[src/rtl/burst_addr_pkg.sv]
package burst_addr_pkg;
   localparam int unsigned BEAT_W = 2;
   localparam int unsigned BEATS  = 1 << BEAT_W;

   typedef enum logic [1:0] {
      CMD_HOLD = 2'd0,
      CMD_STEP = 2'd1,
      CMD_LOAD = 2'd2
   } burst_cmd_e;
endpackage

[src/rtl/burst_cmd_dec.sv]
module burst_cmd_dec
   import burst_addr_pkg::*;
(
   input  logic       clk_en_i,
   input  logic       load_i,
   input  logic       adv_i,
   output burst_cmd_e cmd_o
);
   always_comb begin
      if (!clk_en_i)   cmd_o = CMD_HOLD;
      else if (load_i) cmd_o = CMD_LOAD;
      else if (adv_i)  cmd_o = CMD_STEP;
      else             cmd_o = CMD_HOLD;
   end
endmodule

[src/rtl/burst_beat_ctr.sv]
module burst_beat_ctr
   import burst_addr_pkg::*;
(
   input  logic              clk,
   input  logic              rst_n,
   input  burst_cmd_e        cmd_i,
   output logic [BEAT_W-1:0] beat_o
);
   always_ff @(posedge clk or negedge rst_n) begin
      if (!rst_n)                beat_o <= '0;
      else if (cmd_i == CMD_LOAD) beat_o <= '0;
      else if (cmd_i == CMD_STEP) beat_o <= beat_o + 1'b1;
   end


   beat_wrap_chk: assert property (@(posedge clk) disable iff (!rst_n)
      (cmd_i == CMD_STEP && beat_o == BEAT_W'(BEATS-1)) |=> beat_o == '0);

   beat_clear_chk: assert property (@(posedge clk) disable iff (!rst_n)
      (cmd_i == CMD_LOAD) |=> beat_o == '0);
endmodule

[src/rtl/burst_low_gen.sv]
module burst_low_gen
   import burst_addr_pkg::*;
#(
   parameter bit HAS_INTERLEAVE = 1'b1
)(
   input  logic              order_sel_i,
   input  logic [BEAT_W-1:0] base_i,
   input  logic [BEAT_W-1:0] cur_i,
   input  logic [BEAT_W-1:0] next_beat_i,
   output logic [BEAT_W-1:0] low_o
);
   generate
      if (HAS_INTERLEAVE) begin : g_both
         always_comb low_o = order_sel_i ? (base_i ^ next_beat_i) : (cur_i + 1'b1);
      end else begin : g_seq
         logic unused_sel;
         always_comb unused_sel = order_sel_i ^ (|base_i) ^ (|next_beat_i);
         always_comb low_o = cur_i + 1'b1;
      end
   endgenerate
endmodule

[src/rtl/burst_addr_seq.sv]
module burst_addr_seq
   import burst_addr_pkg::*;
#(
   parameter int unsigned ADDR_W         = 8,
   parameter bit          HAS_INTERLEAVE = 1'b1
)(
   input  logic              clk,
   input  logic              rst_n,
   input  logic              clk_en_i,
   input  logic              load_i,
   input  logic              adv_i,
   input  logic              order_sel_i,
   input  logic [ADDR_W-1:0] start_addr_i,
   output logic [ADDR_W-1:0] addr_o
);
   localparam int unsigned HI_W = ADDR_W - BEAT_W;

   initial begin
      if (ADDR_W <= BEAT_W) $error("ADDR_W must exceed the beat field width");
   end

   burst_cmd_e        cmd;
   logic [BEAT_W-1:0] beat;
   logic [BEAT_W-1:0] next_beat;
   logic [BEAT_W-1:0] base_low;
   logic [BEAT_W-1:0] step_low;
   logic [HI_W-1:0]   hi_q;
   logic [BEAT_W-1:0] low_q;

   burst_cmd_dec u_dec (
      .clk_en_i (clk_en_i),
      .load_i   (load_i),
      .adv_i    (adv_i),
      .cmd_o    (cmd)
   );

   burst_beat_ctr u_beat (
      .clk   (clk),
      .rst_n (rst_n),
      .cmd_i (cmd),
      .beat_o(beat)
   );

   always_comb next_beat = beat + 1'b1;

   burst_low_gen #(.HAS_INTERLEAVE(HAS_INTERLEAVE)) u_low (
      .order_sel_i (order_sel_i),
      .base_i      (base_low),
      .cur_i       (low_q),
      .next_beat_i (next_beat),
      .low_o       (step_low)
   );

   always_ff @(posedge clk or negedge rst_n) begin
      if (!rst_n) begin
         hi_q     <= '0;
         low_q    <= '0;
         base_low <= '0;
      end else if (cmd == CMD_LOAD) begin
         hi_q     <= start_addr_i[ADDR_W-1:BEAT_W];
         low_q    <= start_addr_i[BEAT_W-1:0];
         base_low <= start_addr_i[BEAT_W-1:0];
      end else if (cmd == CMD_STEP) begin
         low_q    <= step_low;
      end
   end

   assign addr_o = {hi_q, low_q};


   upper_fixed_chk: assert property (@(posedge clk) disable iff (!rst_n)
      (!load_i || !clk_en_i) |=> $stable(addr_o[ADDR_W-1:BEAT_W]));

   stall_hold_chk: assert property (@(posedge clk) disable iff (!rst_n)
      !clk_en_i |=> $stable(addr_o));

   load_take_chk: assert property (@(posedge clk) disable iff (!rst_n)
      (clk_en_i && load_i) |=> addr_o == $past(start_addr_i));

   idle_hold_chk: assert property (@(posedge clk) disable iff (!rst_n)
      (!load_i && !adv_i) |=> $stable(addr_o));

   seq_step_chk: assert property (@(posedge clk) disable iff (!rst_n)
      (clk_en_i && !load_i && adv_i && !order_sel_i) |=>
         addr_o[BEAT_W-1:0] == BEAT_W'($past(addr_o[BEAT_W-1:0]) + 1'b1));
endmodule

[config.mk]
export PLATFORM = sky130hd
export DESIGN_NAME = burst_addr_seq
export DESIGN_NICKNAME = d
export VERILOG_FILES = /design/src/rtl/burst_addr_pkg.sv /design/src/rtl/burst_cmd_dec.sv /design/src/rtl/burst_beat_ctr.sv /design/src/rtl/burst_low_gen.sv /design/src/rtl/burst_addr_seq.sv
export SDC_FILE = /design/constraint.sdc
export NUM_CORES = 1
export LEC_CHECK = 0
export BUFFER_PORTS_ARGS = -buffer_cell sky130_fd_sc_hd__clkbuf_2
export CORE_AREA = 5 5 42 44
export DETAILED_ROUTE_END_ITERATION = 7
export DIE_AREA = 0 0 47 49
export PLACE_DENSITY_LB_ADDON = 0.12
export SETUP_SLACK_MARGIN = 0.1
export SYNTH_ARGS = -nofsm -noshare
export SYNTH_HDL_FRONTEND = slang
export SYNTH_SLANG_ARGS = --single-unit
[constraint.sdc]
create_clock -name clk -period 4.02 [get_ports clk]
set_clock_uncertainty 0.2 [all_clocks]
set_input_delay 0.804 -clock clk [delete_from_list [all_inputs] [get_ports clk]]
set_output_delay 0.804 -clock clk [all_outputs]
set_load 0.01 [all_outputs]
# Word-level counts from Yosys, hierarchy flattened
# Index checks and enable logic that the tools add are counted.
[totals] out_inout_bits=8 regBits=12 input_bits=14
[classes] reduce_logical=1 n_mux=8 add_sub_neg=2 bitwise=1 eq_ne=2
[ops] operator="2-to-1 mux 2 bit" n=7
[ops] operator="adder 2 x 1 -> 2 bit (second input constant)" n=2
[ops] operator="== test 2 x 1 -> 1 bit (second input constant)" n=1
[ops] operator="== test 2 bit (second input constant)" n=1
[ops] operator="nonzero test 2 bit" n=1
[ops] operator="XOR 2 bit" n=1
[ops] operator="2-to-1 mux 1 bit" n=1

# Logic depth before layout (Yosys ltp)
[depth] ltp_word=6 mapped_depth=6

# Cells and area by module
# Synthesis repeated with hierarchy kept, for this count alone.
[hier_totals] hier_cells=46 hier_area_um2=633.1
[modules_own_cells] mod="burst_addr_seq" area_each_um2=460.4 cells_each=30 n_inst=1 seq_area_each_um2=250.2
[modules_own_cells] mod="burst_beat_ctr" area_each_um2=110.1 cells_each=9 n_inst=1 seq_area_each_um2=50.0
[modules_own_cells] mod="burst_low_gen" area_each_um2=46.3 cells_each=5 n_inst=1 seq_area_each_um2=0.0
[modules_own_cells] mod="burst_cmd_dec" area_each_um2=16.3 cells_each=2 n_inst=1 seq_area_each_um2=0.0

# Least setup slack after synthesis
# OpenSTA, ideal clock, no wires.
[synth_timing] kind="input to register" from="input load_i" to="register low_q[0]" t_required_ns=3.683 path_slack_ns=1.723 arrival_ns=1.960 path_stages=5 path_buffers=0 cell_sequence="nand3b_1 > ha_1 > and2_1 > a2111oi_0 > nor3_1"
[synth_via] elab_chain_cells=4 elab_cells_between_ends=6 cone_classes="2 x eq/ne; 3 x mux; 1 x reduce/logical"
[synth_rtl] item="start: declaration" line_no="burst_addr_seq.sv:10" rtl="input logic load_i,"
[synth_rtl] item="2-to-1 mux 2 bit (*)" line_no="burst_cmd_dec.sv:11" rtl="else if (load_i) cmd_o = CMD_LOAD;"
[synth_rtl] item="2-to-1 mux 2 bit (*)" line_no="burst_cmd_dec.sv:10" rtl="if (!clk_en_i) cmd_o = CMD_HOLD;"
[synth_rtl] item="== test 2 bit or == test 2 x 1 -> 1 bit (tied branches)" line_no="burst_addr_seq.sv:59, burst_addr_seq.sv:63"
[synth_rtl] item="2-to-1 mux 2 bit or nonzero test 2 bit (tied branches)"
[synth_rtl] item="end signal: assignment" line_no="burst_addr_seq.sv:61" rtl="low_q <= start_addr_i[BEAT_W-1:0];"
[synth_rtl] item="end signal: assignment" line_no="burst_addr_seq.sv:64" rtl="low_q <= step_low;"
[synth_rtl] item="end: declaration" line_no="burst_addr_seq.sv:28" rtl="logic [BEAT_W-1:0] low_q;"
# Mark *: on every way between the ends. The rest lies on a longest branch, timed or not.
# A chain may end at the register's enable or synchronous reset.

# Final worst setup path
# Same ends and word-level chain as after synthesis.

==> reports/results.tsv <==
metric	value	unit
grt_util_all_layers	11.51	%
numPortBuffers	21	
cts_tree	yes	
cts_setup_buffers	0	
met1_usage	15.90	%
top_usage_layer	met2	
fmax	451.6	MHz
maxCapViolations	0	
cp.required	3.95	ns
grt_use_met2	16.74	%
syn_inst	45	
drcViolationCount	0	
numCtsBuffers	3	
hold_path.class	in -> async	
finalInstanceArea	740.7	µm²
grt_start_max_net_pins	13	
startpoint_type	primary input	
synth_warnings	0	
dpl.hpwl	875.3	µm
core	1401	µm²
cts_resized	0	
crit_arrival	2.15	ns
hold_buffers	0	
grt_use_met3	4.428	%
ios	22	
layout-drive-gt1-share	47.83	%
antenna_found_initial	0	
clk_latency	0.26	ns
grt_pass1_vias	441	
dp_cells	81	
overflow	0	
path_max_fanout	9	
hold_viol_final	0	
drtPass1Iterations	2	
min_period	2.214	ns
critPathKind	in -> reg	
tightest_slew	0.4711	ns
syn-cell-area	583.1	µm²
wl_per_cell	12.74	µm
avgSynthCellArea	12.96	µm²
leakage	0.0003648	µW
setup_tns	0	ns
gp_congestion	0.7053	
vias	411	
antenna_left	0	
synth_nets	61	
grt_pass1_wl	1973	µm
clk_path_buf_depth	2	
grt_setup_unrepaired	false	
htreeDepth	1	
dpl_cell_area	704.4	µm²
initial_core_util	41.61	%
wl	1083	µm
setup_violations	0	
postLayoutCoreUtil	52.86	%
syn_to_final_growth	27.04	%
rows	14	
routed_via_density	4.835	
die_h	49	µm
maxSlewViolCount	0	
peakVddDrop	0.0002589	V
yosysUniqueCellTypes	21	
fillers	140	
cp-end-kind	flop	
p_per_area	522.3	nW/µm²
ys_ff_latch	12	
nets	86	
drt_iter0_drc	1	
diodes	0	
clk_pin_slew	0.07	ns
die_x	47	µm
outcome	finished clean	
ys_seq_area_share	51.50	%
die_area	2303	µm²
fin_crit_sh	55.09	%
clock_sinks	12	
cts_root_buf	clkbuf_4	
stdcell_count	85	
slew-limit-headroom	68.59	%
## critical path, cell delays in order
cell and delay, ns:
clkbuf_2 0.08, nand3b_1 0.18, ha_1 0.41, and2_1 0.19, a2111oi_0 0.37, nor3_1 0.12
## metal layers
layer  part of all wire [%]  vias up
li1                       -      208
met1                     46      186
met2                     44       17
met3                     10        0
met4                      0        0
met5                      0        -
## logic make-up (layout without fill, tap and decap cells)
group                    count (synthesis)  after routing  synth area share [%]
adder cells (fa/ha/maj)                  2              2                 4.291
XOR/XNOR                                 3              3                 6.867
AO/OA/AOI/OAI                            5              5                 6.866
multiplexers                             9              9                 17.38
AND/OR/NAND/NOR                         13             13                 12.45
flip-flops                              12             12                 51.50
buffers and inverters                    1             25                0.6432
## flip-flops by register name, indices dropped and copies added (netlist names)
register / count
u_beat.beat_o: 2
hi_q: 6
base_low: 2
low_q: 2
## cell usage after synthesis (all sizes together)
cell type / count / area share (%)
dfrtp: 12 / 52
o41ai: 1 / 2.8
and3b: 1 / 1.5
nor2b: 1 / 1.1
nand2: 1 / 0.64
o21ai: 2 / 1.7
and2: 3 / 3.2
xnor3: 1 / 3.9
clkbuf: 1 / 0.64
nor2: 4 / 2.6
xnor2: 1 / 1.5
a2111oi: 1 / 1.5
nor3b: 1 / 1.3
xor2: 1 / 1.5
mux2: 9 / 17
ha: 2 / 4.3
a21oi: 1 / 0.86
nor3: 1 / 0.86
nand3b: 1 / 1.3
## worst paths after layout
path | start | end | slack, ns | depth (start not counted)
setup / recovery | load_i | low_q[0] | 1.81 | 6
hold / removal | rst_n | hi_q[4] | 0.21 | 1
setup reg to reg | u_beat.beat_o[0] | low_q[1] | 2.49 | 3
hold reg to reg | u_beat.beat_o[1] | u_beat.beat_o[1] | 0.29 | 1
max in group asynchronous | rst_n | base_low[1] | 3.19 | 1
min in group clk | u_beat.beat_o[1] | u_beat.beat_o[1] | 0.29 | 1
## metrics by stage
step	setup WS, ns	hold WS, ns	power (µW)
after floorplan	1.723	0.2396	254.8
after global placement	1.578	0.2684	297.6
after detailed placement	1.490	0.2833	299.3
after CTS	1.780	0.2069	394.2
after global routing	1.682	0.2140	416.1
final	1.806	0.2081	386.9
## cell usage in the layout, fill, tap and decap left out, types with 2 or more instances in the layout
cell / n
clkbuf_2: 21
nor2_1: 4
dfrtp_1: 12
mux2_2: 7
mux2_1: 2
clkbuf_4: 3
and2_1: 3
ha_1: 2
## cell type report
type / instances / area, µm² / area share, %
Timing Repair Buffer: 21 / 105.1 / 14.19
Tap cell: 16 / 20.02 / 2.703
Sequential cell: 12 / 300.3 / 40.54
Clock buffer: 4 / 36.28 / 4.899
Multi-Input combinational cell: 32 / 279.0 / 37.67
## power breakdown
| group | internal (µW) | switching (µW) |
|---|---|---|
| Clock | 54.9 | 37.9 |
| Combinational | 69.0 | 48.8 |
| Sequential | 150 | 26.0 |
| Total | 274 | 113 |
No activity file was read; power rests on OpenSTA's default activity.
